==> src/rtl/ctx_bank_switch.sv <==
module ctx_bank_switch #(
  parameter int DATA_W     = 16,
  parameter int NUM_FIELDS = 15,
  parameter logic [NUM_FIELDS*DATA_W-1:0] DEF_VALS = {
    16'h0010, 16'h0080, 16'h0080, 16'h0080, 16'h0080, 16'h0080,
    16'h0000, 16'h0000, 16'h043F, 16'h0000, 16'h0787, 16'h0000,
    16'h0465, 16'h0898, 16'h0100},
  localparam int IDX_W = $clog2(NUM_FIELDS + 1)
) (
  input  logic                         clk,
  input  logic                         rst_n,
  input  logic                         wr_en,
  input  logic                         wr_ctx,
  input  logic [IDX_W-1:0]             wr_idx,
  input  logic [DATA_W-1:0]            wr_data,
  input  logic                         ctx_sel,
  input  logic                         frame_start,
  input  logic                         readout_active,
  output logic [NUM_FIELDS*DATA_W-1:0] act_regs,
  output logic                         integ_ctx_o,
  output logic                         rest_ctx_o
);

  logic boundary;
  logic integ_ctx_q, rest_ctx_q;

  assign boundary    = frame_start & ~readout_active;
  assign integ_ctx_o = integ_ctx_q;
  assign rest_ctx_o  = rest_ctx_q;

  always_ff @(posedge clk or negedge rst_n) begin
    if (!rst_n) begin
      integ_ctx_q <= 1'b0;
      rest_ctx_q  <= 1'b0;
    end else if (boundary) begin
      integ_ctx_q <= ctx_sel;
      rest_ctx_q  <= integ_ctx_q;
    end
  end

  for (genvar g = 0; g < NUM_FIELDS; g++) begin : g_field
    localparam logic [DATA_W-1:0] DEF = DEF_VALS[g*DATA_W +: DATA_W];
    logic [DATA_W-1:0] sh_a, sh_b, act_q;
    logic hit, pick;

    assign hit = wr_en && (wr_idx == IDX_W'(g));

    if (g == 0) begin : g_integ
      assign pick = ctx_sel;
    end else begin : g_rest
      assign pick = integ_ctx_q;
    end

    always_ff @(posedge clk or negedge rst_n) begin
      if (!rst_n) begin
        sh_a  <= DEF;
        sh_b  <= DEF;
        act_q <= DEF;
      end else begin
        if (hit && !wr_ctx) sh_a <= wr_data;
        if (hit &&  wr_ctx) sh_b <= wr_data;
        if (boundary) act_q <= pick ? sh_b : sh_a;
      end
    end

    assign act_regs[g*DATA_W +: DATA_W] = act_q;
  end

  AST_HOLD_BETWEEN: assert property (@(posedge clk) disable iff (!rst_n)
    !boundary |=> $stable(act_regs) && $stable(integ_ctx_o) && $stable(rest_ctx_o));
  AST_IGNORE_MIDFRAME: assert property (@(posedge clk) disable iff (!rst_n)
    (frame_start && readout_active) |=> $stable(act_regs) && $stable(integ_ctx_o));
  AST_INTEG_SAMPLE: assert property (@(posedge clk) disable iff (!rst_n)
    boundary |=> integ_ctx_o == $past(ctx_sel));
  AST_REST_LAG: assert property (@(posedge clk) disable iff (!rst_n)
    boundary |=> rest_ctx_o == $past(integ_ctx_o));
  AST_SETTLE_AGREE: assert property (@(posedge clk) disable iff (!rst_n)
    (boundary && ctx_sel == integ_ctx_o) |=> rest_ctx_o == integ_ctx_o);

endmodule

==> config.mk <==
export PLATFORM = sky130hd
export DESIGN_NAME = ctx_bank_switch
export DESIGN_NICKNAME = d
export VERILOG_FILES = /design/src/rtl/ctx_bank_switch.sv
export SDC_FILE = /design/constraint.sdc
export NUM_CORES = 1
export LEC_CHECK = 0
export BUFFER_PORTS_ARGS = -buffer_cell sky130_fd_sc_hd__buf_2
export CORE_MARGIN = 5
export CORE_UTILIZATION = 50
export DETAILED_ROUTE_END_ITERATION = 10
export GPL_TIMING_DRIVEN = 0
export PLACE_DENSITY_LB_ADDON = 0.08
export SLEW_MARGIN = 5
export SYNTH_ARGS = -nofsm -noshare
export SYNTH_HDL_FRONTEND = slang
export SYNTH_SLANG_ARGS = --single-unit
export TNS_END_PERCENT = 100
==> constraint.sdc <==
create_clock -name clk -period 2.7 [get_ports clk]
set_input_delay 0 -clock clk [delete_from_list [all_inputs] [get_ports clk]]
set_output_delay 0 -clock clk [all_outputs]
set_load 0.03 [all_outputs]
==> impl_results.md <==
* Net count after synthesis at 2164
* Reg clk slew, reported paths at 60 ps
* Setup Fix Bufs, Post-CTS at 0
* Via count at 18.0k
* Clock H-tree levels at 3
* Min Tclk post-route at 2480 ps
* Initial Utilization at 0.506
* Outcome: complete, but fails checks
* Commonest non-fill, non-tap cells in the layout: dfrtp_1 (632), mux2_2 (481), buf_2 (287), nand2_1 (247)
* Register area share after synthesis at 0.622
* Core area at 0.0578 mm²
* GRT Total Usage at 0.247
* Die area at 0.0634 mm²
* Ys Warns at 0
* Final instance area at 0.0342 mm²
* Placed Instances at 3159
* Critical path class: reg2reg
* CP required at 3170 ps
* Hold WS at -7.06 ps
* Pwr dens at 930 mW/mm²
* Via density per instance at 5.47
* Routability congestion estimate at 0.808
* Highest Clock Rate at 404 MHz
* Root buf cell: clkbuf_16
* Vias in the first global route at 18.6k
* Final ANT Viol Nets at 0
* Share of cells above drive strength 1 at 0.402
* First-pass GRT wire length at 118000 µm
* TritonCTS clock tree: done
* Fin cells at 3298
* Largest net degree at the start of global routing at 122
* Failing checks: hold timing
* Port bufs at 251
* Sequential cell area at 0.0182 mm²
* Placed inst area at 0.0316 mm²
* Worst Path Max Fanout at 10
* Max-slew violation count at 0
* Initial antenna violation count at 3
* Core Util, Final at 0.591
* Area Growth Syn to Fin at 16.9%
* Mapped Cells at 2137
* Commonest non-fill, non-tap cell in the layout: dfrtp_1
* Average size of a mapped cell at 13.7 µm²
* Post-DP HPWL at 54600 µm
* Max Cap Viol at 0
* Residual DRC at 0
* HP Class: in2async
* Period utilization at 0.917
* Die Wd at 252 µm
* Clock Latency Late Sink at 610 ps
* Area contributors post-synth: dfrtp_1 (54%), mux2_2 (19%), mux2i_1 (8.2%), dfstp_2 (8.1%), o21ai_0 (4.1%)
* Final setup viols at 0
* Top cell type's share of synthesized area at 0.541
* Setup TNS Final at 0 ps
* Slew @ Worst Pin at 1300 ps
* Skew final at 21.8 ps
* 1st-iter DRT viols at 1182
* Crit. End Element: register
* Final hold viol count at 3
* Rows at 88
* Router iterations before antenna repair at 5
* RSZ-0062 raised after global routing: false
* Area of the multi-input gates at 0.0103 mm²
* Die Ht at 252 µm
* Final Net Count at 2502
* Synthesis-stage register bit count at 722
* Critical path startpoint category: register
* Leak at 16.4 nW
* I/O pin cnt at 269
* Count of different cell masters after synthesis at 25
* Clock Tree Buf Depth at 3
* Clock Sinks at 722
* Fillers at 4749
* Grt total ovfl at 0
* Drt wl/cell at 24.0 µm
* WL final at 79200 µm
* Top cell type by total area after synthesis: dfrtp_1
* CTS Buf Count at 74
* Arrival @ worst endpoint at 2940 ps
* Worst VDD drop at 0.000512 V
* Slew margin rel. at 0.135
* Mapped Area at 0.0292 mm²
==> logic make-up after synthesis <==
family,count (synthesis),synth area share
flip-flops,722,0.622
AO/OA/AOI/OAI,240,0.0411
AND/OR/NAND/NOR,285,0.0424
buffers and inverters,168,0.0266
multiplexers,722,0.268
==> per-stage QoR <==
step | total power, mW | hold WS (ps) | setup slack, ps
after floorplan | 18.9 | -296 | 1000
after global placement | 21.2 | 457 | -12940
after detailed placement | 21.5 | 80.2 | -398
after CTS | 32.1 | 5.95 | 66.7
after global routing | 33.2 | 44.6 | 134
final | 31.8 | -7.06 | 225
==> final cells by class <==
type	count	share of cell area
clock inverters	18	0.00798
clock buffers	114	0.0651
repair buffers	262	0.0434
multi-input cells	1247	0.301
plain buffers	168	0.0228
diodes	2	0.000146
flip-flops and latches	722	0.532
well taps	765	0.0280
==> repair_timing <==
| action | CTS | global route |
|---|---|---|
| hold endpoints to repair | 142 | 0 |
| endpoints found under the setup margin | 0 | 3 |
| hold buffers | 5 | 0 |
| gates resized for setup | 0 | 2 |
==> cell usage after synthesis, drive strengths merged <==
library cell / number
buf: 59
nor2b: 2
nand4b: 3
nand2: 253
nor2: 11
clkbuf: 109
dfstp: 90
mux2: 482
and4bb: 3
nor4b: 1
nand2b: 3
nand4: 1
nor3: 4
o21ai: 240
dfrtp: 632
mux2i: 240
and3: 4
==> sequential cells by signal, summed over array words and instances, names as in the netlist <==
name	flops
g_field.act_q	240
g_field.sh_a	240
g_field.sh_b	240
integ_ctx_o	1
rest_ctx_o	1
==> metal layers <==
layer / part of all wire / vias to the layer above / routed length [µm] / global-route usage
li1: - / 8100 / - / -
met1: 0.44 / 9427 / 34500 / 0.334
met2: 0.49 / 389 / 38700 / 0.411
met3: 0.039 / 130 / 3120 / 0.0348
met4: 0.035 / 2 / 2750 / 0.0906
met5: 0.000088 / - / 7 / 0
==> power breakdown <==
group / leakage [nW] / switching (mW) / internal (mW)
logic: 6.10 / 4.13 / 2.50
registers: 9.07 / 1.33 / 13.3
clock network: 1.23 / 4.18 / 6.34
total: 16.4 / 9.65 / 22.1
==> path summary, 6_finish.rpt <==
| path | slack, ps | end | depth (start not counted) | start |
|---|---|---|---|---|
| min reg2reg | 470 | g_field[12].act_q[6] | 2 | g_field[12].act_q[6] |
| max | 220 | g_field[5].act_q[2] | 5 | integ_ctx_o |
| max in group asynchronous | 540 | g_field[7].sh_b[13] | 5 | rst_n |
| min in group clk | 40 | g_field[10].sh_b[10] | 2 | wr_data[10] |
| min | -7 | g_field[12].act_q[3] | 2 | rst_n |
| max reg2reg | 220 | g_field[5].act_q[2] | 5 | integ_ctx_o |
==> critical path: stages, from the launching register on <==
cell and delay, ps:
dfrtp_1 400, clkbuf_1 470, clkbuf_2 380, buf_2 400, mux2i_1 520, o21ai_0 160
Note: power is estimated with default switching activity, not from simulation.
